`config.mk`:
```
export PLATFORM = sky130hd
export DESIGN_NAME = branch_pair_resolver
export DESIGN_NICKNAME = d
export VERILOG_FILES = /design/src/rtl/brres_pkg.sv /design/src/rtl/branch_slot_eval.sv /design/src/rtl/branch_pick.sv /design/src/rtl/branch_pair_resolver.sv
export SDC_FILE = /design/constraint.sdc
export NUM_CORES = 1
export LEC_CHECK = 0
export BUFFER_PORTS_ARGS = -buffer_cell sky130_fd_sc_hd__buf_2
export CORE_MARGIN = 5
export CORE_UTILIZATION = 27
export DETAILED_ROUTE_END_ITERATION = 8
export SETUP_SLACK_MARGIN = 0.2
export SLEW_MARGIN = 10
export SYNTH_ARGS = -nofsm -noshare
export SYNTH_HDL_FRONTEND = slang
export SYNTH_SLANG_ARGS = --single-unit
```
`constraint.sdc`:
```
create_clock -name clk -period 4.4 [get_ports clk]
set_input_delay 0.88 -clock clk [delete_from_list [all_inputs] [get_ports clk]]
set_output_delay 0.88 -clock clk [all_outputs]
set_load 0.01 [all_outputs]
```
`src/rtl/brres_pkg.sv`:
```
package brres_pkg;
    typedef enum logic [2:0] {
        K_JUMP   = 3'd0,
        K_CJUMP  = 3'd1,
        K_CMPJ   = 3'd2,
        K_CALL   = 3'd3,
        K_CCALL  = 3'd4,
        K_NVCMPJ = 3'd5,
        K_INDIR  = 3'd6,
        K_DEALLC = 3'd7
    } br_kind_e;

    localparam int NUM_SLOTS = 2;
endpackage

```
`src/rtl/branch_slot_eval.sv`:
```
module branch_slot_eval
    import brres_pkg::*;
#(
    parameter int POS = 0
) (
    input  logic     valid,
    input  br_kind_e kind,
    input  logic     pred,
    output logic     fires,
    output logic     is_call,
    output logic     pair_ok
);
    logic conditional;

    always_comb begin
        conditional = (kind == K_CJUMP) || (kind == K_CMPJ) ||
                      (kind == K_CCALL) || (kind == K_NVCMPJ);
        fires   = valid && (conditional ? pred : 1'b1);
        is_call = valid && ((kind == K_CALL) || (kind == K_CCALL));
    end

    generate
        if (POS == 0) begin : g_first
            // lower-address slot of a pair: only predicated plain/compare jumps
            assign pair_ok = (kind == K_CJUMP) || (kind == K_CMPJ);
        end else begin : g_second
            // higher-address slot: anything except unpairable kinds
            assign pair_ok = !((kind == K_NVCMPJ) || (kind == K_INDIR) ||
                               (kind == K_DEALLC));
        end
    endgenerate
endmodule

```
`src/rtl/branch_pick.sv`:
```
module branch_pick #(
    parameter int AW = 32
) (
    input  logic [1:0]    fires,
    input  logic [1:0]    calls,
    input  logic [AW-1:0] tgt0,
    input  logic [AW-1:0] tgt1,
    input  logic [AW-1:0] seq_pc,
    output logic          taken,
    output logic          call_do,
    output logic [AW-1:0] target
);
    always_comb begin
        taken   = 1'b0;
        call_do = 1'b0;
        target  = seq_pc;
        if (fires[0]) begin
            taken   = 1'b1;
            call_do = calls[0];
            target  = tgt0;
        end else if (fires[1]) begin
            taken   = 1'b1;
            call_do = calls[1];
            target  = tgt1;
        end
    end
endmodule

```
`src/rtl/branch_pair_resolver.sv`:
```
module branch_pair_resolver
    import brres_pkg::*;
#(
    parameter int AW   = 32,
    parameter int STEP = 4
) (
    input  logic          clk,
    input  logic          rst_n,
    input  logic          pkt_valid,
    input  logic [AW-1:0] pkt_pc,
    input  logic          loop_end,
    input  logic          br0_valid,
    input  logic [2:0]    br0_kind,
    input  logic          br0_pred,
    input  logic [AW-1:0] br0_target,
    input  logic          br1_valid,
    input  logic [2:0]    br1_kind,
    input  logic          br1_pred,
    input  logic [AW-1:0] br1_target,
    output logic          res_valid,
    output logic          res_taken,
    output logic [AW-1:0] res_next_pc,
    output logic          res_link_we,
    output logic [AW-1:0] res_link_addr,
    output logic          res_illegal
);
    localparam logic [AW-1:0] STEP_W = AW'(STEP);

    typedef struct packed {
        logic          valid;
        logic          taken;
        logic [AW-1:0] next_pc;
        logic          link_we;
        logic [AW-1:0] link_addr;
        logic          illegal;
    } res_t;

    res_t res_d, res_q;

    logic [NUM_SLOTS-1:0] vld, fires, calls, pair_ok;
    br_kind_e             kinds [NUM_SLOTS];
    logic [NUM_SLOTS-1:0] preds;
    logic [AW-1:0]        seq_pc, pick_target;
    logic                 pick_taken, pick_call, dual, bad;

    assign vld      = {br1_valid, br0_valid};
    assign preds    = {br1_pred, br0_pred};
    assign kinds[0] = br_kind_e'(br0_kind);
    assign kinds[1] = br_kind_e'(br1_kind);
    assign seq_pc   = pkt_pc + STEP_W;

    generate
        for (genvar g = 0; g < NUM_SLOTS; g++) begin : g_slot
            branch_slot_eval #(.POS(g)) u_eval (
                .valid   (vld[g]),
                .kind    (kinds[g]),
                .pred    (preds[g]),
                .fires   (fires[g]),
                .is_call (calls[g]),
                .pair_ok (pair_ok[g])
            );
        end
    endgenerate

    branch_pick #(.AW(AW)) u_pick (
        .fires   (fires),
        .calls   (calls),
        .tgt0    (br0_target),
        .tgt1    (br1_target),
        .seq_pc  (seq_pc),
        .taken   (pick_taken),
        .call_do (pick_call),
        .target  (pick_target)
    );

    always_comb begin
        dual  = vld[0] && vld[1];
        bad   = (dual && !(&pair_ok)) || (loop_end && (|vld));
        res_d = '0;
        if (pkt_valid) begin
            res_d.valid   = 1'b1;
            res_d.illegal = bad;
            res_d.next_pc = seq_pc;
            if (!bad) begin
                res_d.taken     = pick_taken;
                res_d.next_pc   = pick_target;
                res_d.link_we   = pick_call;
                res_d.link_addr = pick_call ? seq_pc : '0;
            end
        end
    end

    always_ff @(posedge clk) begin
        if (!rst_n) res_q <= '0;
        else        res_q <= res_d;
    end

    assign res_valid     = res_q.valid;
    assign res_taken     = res_q.taken;
    assign res_next_pc   = res_q.next_pc;
    assign res_link_we   = res_q.link_we;
    assign res_link_addr = res_q.link_addr;
    assign res_illegal   = res_q.illegal;

    p_link_needs_taken_r7: assert property (@(posedge clk) disable iff (!rst_n)
        res_link_we |-> res_taken);

    p_link_addr_seq_r7: assert property (@(posedge clk) disable iff (!rst_n)
        res_valid && res_link_we |-> res_link_addr == $past(pkt_pc) + STEP_W);

    p_illegal_quiet_r9: assert property (@(posedge clk) disable iff (!rst_n)
        res_valid && res_illegal |->
            !res_taken && !res_link_we && res_next_pc == $past(pkt_pc) + STEP_W);

    p_fallthrough_seq_r9: assert property (@(posedge clk) disable iff (!rst_n)
        res_valid && !res_taken |-> res_next_pc == $past(pkt_pc) + STEP_W);

    p_loop_end_flag_r8: assert property (@(posedge clk) disable iff (!rst_n)
        res_valid && $past(loop_end && (br0_valid || br1_valid)) |-> res_illegal);

    p_idle_zero_r10: assert property (@(posedge clk) disable iff (!rst_n)
        !res_valid |-> !res_taken && !res_link_we && !res_illegal);
endmodule

```
==> reports/qor.txt, run 1 <==
outcome = complete, no violations
setup TNS = 0 ns
First-pass DRT Iterations = 4
Syn Inst Count = 332
Worst EP arrival = 2.95 ns
placed cell area = 4050 sq um
worst-margin pin slew = 0.978 ns
Nets = 617
clock sinks = 68
RSZ-0062 raised after global routing = no
synthesized cell area = 3060 sq um
synthesis warning total = 0
WL final = 11.3 mm
cell taking the most area after synthesis = dfxtp_1
setup bufs post-CTS = 0
hold_sp = pkt_pc[2]
Worst Hold Path EP = res_link_addr[2]
Crit. End Element = flip-flop
Area contributors post-synth = dfxtp_1, a22oi_1, nor2_1, xor2_1, o22ai_1
design area = 4320 sq um
synthesized net count = 443
drt drc = 0
clk slew on worst S/H paths = 0.05 ns
Synth top area share = 0.445
Detail Route Antenna Nets = 0
max-cap violations = 0
1st-iter DRT viols = 183
WP data required = 4.64 ns
# hold bufs at CTS = 0
WS Path Type = in -> reg
site row count = 38
crit start category = primary input
fin crit period = 2.71 ns
Slew HR = 0.342
Final Hold Vio Count = 0
most numerous cell in the Yosys netlist = dfxtp_1
Core ar. = 11,000 sq um
initial antenna violation count = 0
Total GRT Usage = 0.163
max-slew violations = 0
vias post-DR = 3,271
#FFs+latches synth = 68
largest net degree at the start of global routing = 34
first-pass GRT wire length = 16.8 mm
CTS root buf = clkbuf_16
port buffer count = 177
Die ar. = 13,500 sq um
sequential-to-total area share from yosys stat = 0.445
# IOs = 178
post-DP HPWL = 8.74 mm
Starting Density = 0.278
H-Tree Depth = 3
pwr dens = 355 nW/um^2
CTS tree = done
overflow left after global routing = 0
Worst Hold Class = in -> reg
routed length per instance = 17.3 microns
chip width = 116 microns
post-CTS sizing = 0
clk buf depth = 2
maximum clock rate = 0.369 GHz
Final setup viols = 0
ys async rst share = 0
EDFF count, synth = 0
layout cells sized above 1 = 0.413
leak pwr = 1.98 nW
FILL cells = 1,139
predominant post-synthesis flop cell = dfxtp_1
Area Overhead vs Synth = 41.4%
vias in the first global route = 3,309
Synth cell types = 43
Commonest cells post-synth = dfxtp_1, nor2_1, a22oi_1, o22ai_1, xor2_1
Placer Congestion = 0.875
syn_area_per_cell = 9.21 sq um
maximum fanout along the worst path = 17
period utilization = 0.616
worst hold stages = 2
Max IR drop VDD = 0.141 mV
vias per std cell = 5.02
Die H = 116 microns
total CTS buffers = 9
[logic make-up (layout without fill, tap and decap cells)]
family	Yosys count	in the layout	share of synthesized area
compound gates	99	99	0.238
xor+xnor	29	29	0.0831
fa+ha+maj	2	2	0.00737
buf+inv	25	204	0.0418
flops	68	68	0.445
other cells	0	1	0
simple gates	109	109	0.185
[layer usage]
| layer | share of wire | wire, microns | track usage | up-vias |
|---|---|---|---|---|
| met5 | 0 | 0 | 0 | - |
| met4 | 0.018 | 204 | 0.0626 | 0 |
| met3 | 0.088 | 995 | 0.0503 | 19 |
| met2 | 0.48 | 5420 | 0.271 | 143 |
| met1 | 0.41 | 4660 | 0.198 | 1540 |
| li1 | - | - | - | 1569 |
[state kept, by name, summed over array words and instances, names as in the netlist]
name and flops:
res_illegal 1, res_link_addr 32, res_link_we 1, res_next_pc 32
res_taken 1, res_valid 1
[cells in the final DEF (no fill, tap or decap), types with 2 or more instances in the layout]
cell       instances
nand3_1           15
and4_1             4
xor2_1            18
nand4_1           10
inv_1              5
nand2_1           12
a22oi_1           22
buf_2            177
o21ai_0            8
xnor2_1           11
o31ai_2            2
and3_1             4
nor2b_1            4
nor4_2             2
buf_4              5
a21oi_1            3
clkbuf_16          9
dfxtp_1           68
o21ai_1            4
nor2_1            42
nor2_2             2
a22o_1            14
nor3_1             5
nor3_2             2
o22ai_1           22
clkinv_2           4
o2bb2ai_1          6
o21a_1            13
[power by group]
group / internal, mW / switching, mW
clock network: 0.392 / 0.253
logic: 0.106 / 0.135
registers: 0.640 / 0.00635
total: 1.14 / 0.395
[worst max-delay path, stage by stage]
cell	delay (ns)
buf_2	0.13
o21a_1	0.21
o31a_1	0.46
nor2_2	0.63
buf_4	0.38
a22oi_1	0.10
o22ai_1	0.16
[layout make-up]
| cell class | instances | area (sq um) | share of cell area |
|---|---|---|---|
| tap | 140 | 175 | 0.0405 |
| sequential | 68 | 1360 | 0.315 |
| clock buffer | 11 | 243 | 0.0562 |
| multi-input combinational | 239 | 1570 | 0.363 |
| inverter | 6 | 22.5 | 0.00521 |
| antenna | 1 | 2.50 | 0.000579 |
| timing repair buffer | 182 | 923 | 0.214 |
| clock inverter | 5 | 27.5 | 0.00637 |
[worst max path at each step]
stage                   endpoint  slack (ns)         from  cells past startpoint
3_5_place_dp      res_next_pc[9]        1.37  br0_kind[0]                      7
3_3_place_gp   res_link_addr[22]        1.48  br1_kind[1]                      7
4_1_cts           res_next_pc[4]        1.71  br0_kind[0]                      7
6_report          res_next_pc[6]        1.69  br0_kind[0]                      7
2_1_floorplan    res_next_pc[20]        2.23  br1_kind[1]                      6
5_1_grt          res_next_pc[18]        1.52  br0_kind[0]                      7
[metrics by stage]
stage,power (mW),setup slack [ns],util,instances,hold WS (ns)
floorplan,0.784,2.23,-,332,0.952
global placement,0.897,1.48,0.369,635,1.12
detailed placement,0.901,1.37,0.369,635,1.13
CTS,1.56,1.71,0.393,651,0.787
global route,1.61,1.52,0.393,651,0.799
finish,1.53,1.69,0.394,652,0.806
Note: power is estimated with default switching activity, not from simulation.
==> run 2, diff against run 1 <==
ABC_AREA = 1   (was unset)
clock period = 2.25 ns   (was 4.4 ns; I/O delays follow)
==> run 2 against run 1 <==
Effect of this change: synthesized cell count grew 91%; non-clock buffer count grew 4; worst hold slack lost 0.47 ns; routed wire length grew 20%; critical endpoint is now res_next_pc[30]; power grew 130%; critical path depth grew 6; via count grew 30%; count of clock-buffer cells in the layout grew 2; global-route usage shrank 0.71 points; sequential share of layout area shrank 5.8 points; synthesized area grew 27%.
==> reports/qor.txt, run 2 <==
RSZ-0062 raised after global routing = no
EDFF count, synth = 0
period utilization = 0.764
Worst Hold Path EP = res_link_addr[2]
Slew HR = 0.596
First-pass DRT Iterations = 7
worst hold stages = 2
WS Path Type = in -> reg
port buffer count = 177
synthesized cell area = 3890 sq um
# hold bufs at CTS = 0
fin crit period = 1.72 ns
non-filler cells, final = 992
pwr dens = 676 nW/um^2
vias post-DR = 4,257
chip width = 130 microns
placed cell count = 975
ys async rst share = 0
predominant post-synthesis flop cell = dfxtp_1
Die ar. = 16,900 sq um
hold_sp = pkt_pc[2]
overflow left after global routing = 0
vias per std cell = 4.29
switching power = 0.894 mW
maximum clock rate = 0.582 GHz
H-Tree Depth = 3
first-pass GRT wire length = 20.0 mm
post-DP HPWL = 10.8 mm
setup bufs post-CTS = 0
syn_area_per_cell = 6.13 sq um
Pint = 2.69 mW
worst-margin pin slew = 0.605 ns
Commonest cells post-synth = nand2_1, nor2_1, nand3_1
commonest cells after routing, fill and taps aside = nand2_1, buf_2, nor2_1, nand3_1, inv_1
clock sinks = 68
most numerous cell in the Yosys netlist = nand2_1
Switching Share = 0.250
CTS root buf = clkbuf_16
outcome = complete, no violations
most common cell after layout, fill and taps aside = nand2_1
design area = 5300 sq um
clk buf depth = 2
largest net degree at the start of global routing = 39
Final Hold Vio Count = 0
maximum fanout along the worst path = 4
total CTS buffers = 9
Final setup viols = 0
Die H = 130 microns
site row count = 43
WL final = 13.5 mm
Max IR drop VDD = 0.327 mV
drt drc = 0
Core ar. = 14,000 sq um
initial antenna violation count = 6
Area Overhead vs Synth = 36.3%
Syn Inst Count = 634
Worst EP arrival = 1.94 ns
routed length per instance = 13.6 microns
sequential power share = 0.355
synthesized net count = 745
combinational power share = 0.161
Crit. End Element = flip-flop
Starting Density = 0.278
sequential-to-total area share from yosys stat = 0.350
Area contributors post-synth = dfxtp_1, nand2_1, nor2_1, nand3_1, inv_1
Clock Power Share = 0.484
Synth top area share = 0.350
crit start category = primary input
Synth cell types = 24
Detail Route Antenna Nets = 0
clk slew on worst S/H paths = 0.06 ns
max-cap violations = 0
cell taking the most area after synthesis = dfxtp_1
1st-iter DRT viols = 181
max-slew violations = 0
Worst Hold Class = in -> reg
# IOs = 178
placed cell area = 4920 sq um
#FFs+latches synth = 68
WP data required = 2.47 ns
CTS tree = done
setup TNS = 0 ns
Nets = 917
Total GRT Usage = 0.156
post-CTS sizing = 0
synthesis warning total = 0
leak pwr = 3.06 nW
vias in the first global route = 3,924
Placer Congestion = 0.868
layout cells sized above 1 = 0.298
## run 2: cell count changes after synthesis, moves of 10 or more
cell,change
nand4_1,-10
o21a_1,-13
nand3_1,+55
nand2_1,+213
nor2_1,+68
inv_1,+64
a22o_1,-14
a22oi_1,-22
nor2_2,+30
o22ai_1,-22
## run 2: worst max-delay path, stage by stage
cell and delay, ns:
buf_2 0.12, ha_1 0.19, nand2_1 0.10, nor2_2 0.18, nand2_1 0.17, nor2_1 0.27
nand2_1 0.09, nand2_1 0.06, nand2_1 0.09, nand2_1 0.07, nand2_1 0.05, nand2_1 0.05
nand2_1 0.05
## run 2: per-stage QoR
stage	power, mW	hold slack (ns)	setup WS [ns]	utilization
3_3_place_gp	1.88	0.669	0.221	0.352
2_1_floorplan	1.64	0.517	0.648	-
6_report	3.58	0.336	0.530	0.379
3_5_place_dp	1.88	0.676	0.178	0.352
5_1_grt	3.74	0.322	0.349	0.379
4_1_cts	3.63	0.314	0.531	0.378
## run 2: power by group through the flow
stage               clock network (mW)  registers, mW  logic, mW
finish                            1.73           1.27      0.576
global route                      1.82           1.27      0.650
CTS                               1.77           1.27      0.586
detailed placement                   0           1.30      0.583
global placement                     0           1.30      0.579
floorplan                            0           1.32      0.314
## run 2: cells by family after synthesis
group	count (synthesis)	synth area share
compound gates	7	0.0126
buf+inv	94	0.110
fa+ha+maj	1	0.00322
flops	68	0.350
simple gates	449	0.490
xor+xnor	15	0.0338
## run 2: area by class of cell
class | count | area (sq um)
fill | 1610 | 8690
multi-input combinational | 472 | 2100
sequential | 68 | 1360
timing repair buffer | 186 | 978
clock buffer | 13 | 280
inverter | 69 | 259
tap | 180 | 225
clock inverter | 3 | 90.1
antenna | 1 | 2.50
## run 2: worst max-delay path by stage
stage	to	start	slack, ns
floorplan	res_next_pc[22]	pkt_pc[2]	0.65
detailed placement	res_next_pc[30]	pkt_pc[2]	0.18
global route	res_next_pc[30]	pkt_pc[2]	0.35
finish	res_next_pc[30]	pkt_pc[2]	0.53
CTS	res_next_pc[30]	pkt_pc[2]	0.53
global placement	res_next_pc[30]	pkt_pc[2]	0.22
## run 2: layer usage
metal,vias up,GRT usage,part of all wire
li1,2249,-,-
met1,1838,0.193,0.44
met2,141,0.253,0.45
met3,19,0.0549,0.098
met4,10,0.0550,0.010
met5,-,0,0.0036
==> run 3, diff against run 2 <==
clock period = 1.6 ns   (was 2.25 ns; I/O delays follow)
==> run 3 against run 2 <==
Effect of this change: final cell count up 2.1%; first-iteration DRC count rose by 5.5%; power rose by 25%; worst hold slack got worse by 0.12 ns; critical path type unchanged.
==> reports/qor.txt, run 3 (synthesis results as in run 2) <==
most used cell, CP = nand2_1
Max IR drop VDD = 0.518 mV
crit start category = primary input
commonest cells after routing, fill and taps aside = nand2_1, buf_2, nor2_1, nand3_1
routed length per instance = 13.6 microns
Detail Route Antenna Nets = 0
clk slew on worst S/H paths = 0.05 ns
placed cell area = 5150 sq um
slowest stage delay, CP = 0.23 ns
Starting Density = 0.278
Worst Hold Path EP = res_next_pc[0]
post-DP HPWL = 10.8 mm
WP data required = 1.83 ns
placed cell count = 994
design area = 5540 sq um
WS Path Type = in -> reg
CTS tree = done
Core ar. = 14,000 sq um
worst hold stages = 3
leak pwr = 3.17 nW
pwr dens = 811 nW/um^2
CP max stage cell = or2_1
site row count = 43
Pwr Total = 4.49 mW
overflow left after global routing = 0
1st-iter DRT viols = 191
RSZ-0062 raised after global routing = no
fin crit period = 1.31 ns
Placer Congestion = 0.892
largest net degree at the start of global routing = 41
# hold bufs at CTS = 0
vias in the first global route = 4,131
clock sinks = 68
drt drc = 0
# IOs = 178
multi-input logic area = 2200 sq um
First-pass DRT Iterations = 4
CTS root buf = clkbuf_16
Reg area = 1360 sq um
WL final = 13.8 mm
Worst EP arrival = 1.54 ns
Final setup viols = 0
hold_sp = pkt_pc[0]
critical path cell sequence = buf_2 > or2_1 > nand2_1 > nand2_1 > nand3_2 > and2_1 > nand2_2 > buf_12 > nand3_1 > nand2_1
maximum fanout along the worst path = 19
total CTS buffers = 9
max-cap violations = 0
first-pass GRT wire length = 21.1 mm
Die ar. = 16,900 sq um
port buffer count = 177
FILL cells = 1,574
clk buf depth = 2
most common cell after layout, fill and taps aside = nand2_1
chip width = 130 microns
Die H = 130 microns
Area Overhead vs Synth = 42.5%
Crit. End Element = flip-flop
worst-margin pin slew = 0.367 ns
Nets = 938
period utilization = 0.816
Slew HR = 0.755
maximum clock rate = 0.766 GHz
Final Hold Vio Count = 0
Total GRT Usage = 0.162
non-filler cells, final = 1,013
layout cells sized above 1 = 0.331
outcome = complete, no violations
Worst Hold Class = in -> reg
vias post-DR = 4,399
H-Tree Depth = 3
initial antenna violation count = 4
vias per std cell = 4.34
max-slew violations = 0
==> run 3: cell count changes in the layout (fill, tap and decap cells not counted), moves of 3 or more <==
cell       before  now
buf_4           7   23
clkbuf_8        4    1
clkbuf_1        0    4
nor2_4          0    7
buf_12          2    7
nand2_1       224  220
nor2_1        110  101
bufinv_16       3    0
==> run 3: stage by stage <==
stage,hold WS [ns],util,TNS [ns],worst slack [ns]
3_3_place_gp,0.558,0.368,-2.74,-0.156
4_1_cts,0.210,0.387,0,0.224
5_1_grt,0.217,0.396,0,0.186
2_1_floorplan,0.387,-,0,0.201
6_report,0.218,0.396,0,0.294
3_5_place_dp,0.565,0.368,-4.23,-0.176
==> run 3: routing by layer <==
layer / vias to the layer above / GRT usage / wire length [microns]
li1: 2300 / - / -
met1: 1923 / 0.201 / 5850
met2: 151 / 0.268 / 6380
met3: 19 / 0.0569 / 1360
met4: 6 / 0.0458 / 181
met5: - / 0 / 39
==> run 3: power by group <==
| part | internal, mW | switching, mW |
|---|---|---|
| Sequential | 1.77 | 0.0188 |
| Clock | 1.09 | 0.723 |
| Combinational | 0.369 | 0.525 |
==> run 3: layout make-up <==
type,count,area share
antenna,1,0.000452
clock buffer,14,0.0459
clock inverter,2,0.00181
inverter,69,0.0468
multi-input combinational,472,0.397
sequential,68,0.246
tap,180,0.0407
timing repair buffer,207,0.221
==> run 3: how the worst max path moves through the flow <==
stage	from	end	cells after the start
3_5_place_dp	br0_kind[1]	res_next_pc[22]	9
5_1_grt	pkt_pc[3]	res_next_pc[20]	11
6_report	br1_kind[1]	res_next_pc[11]	10
4_1_cts	pkt_pc[2]	res_next_pc[24]	13
3_3_place_gp	br0_kind[1]	res_next_pc[26]	9
2_1_floorplan	br1_kind[1]	res_next_pc[9]	10
==> run 3: worst max-delay path: cells and delay by family <==
family | cells | cell delay (ns)
and+or+nand+nor | 8 | 0.94
buffers and inverters | 2 | 0.27
==> run 3: repair_timing <==
item	CTS	global route
resized for setup	1	25
endpoints found under the setup margin	3	54
hold endpoints to repair	0	0
buffers inserted	0	1
pin swaps	0	8
gates cloned	0	1
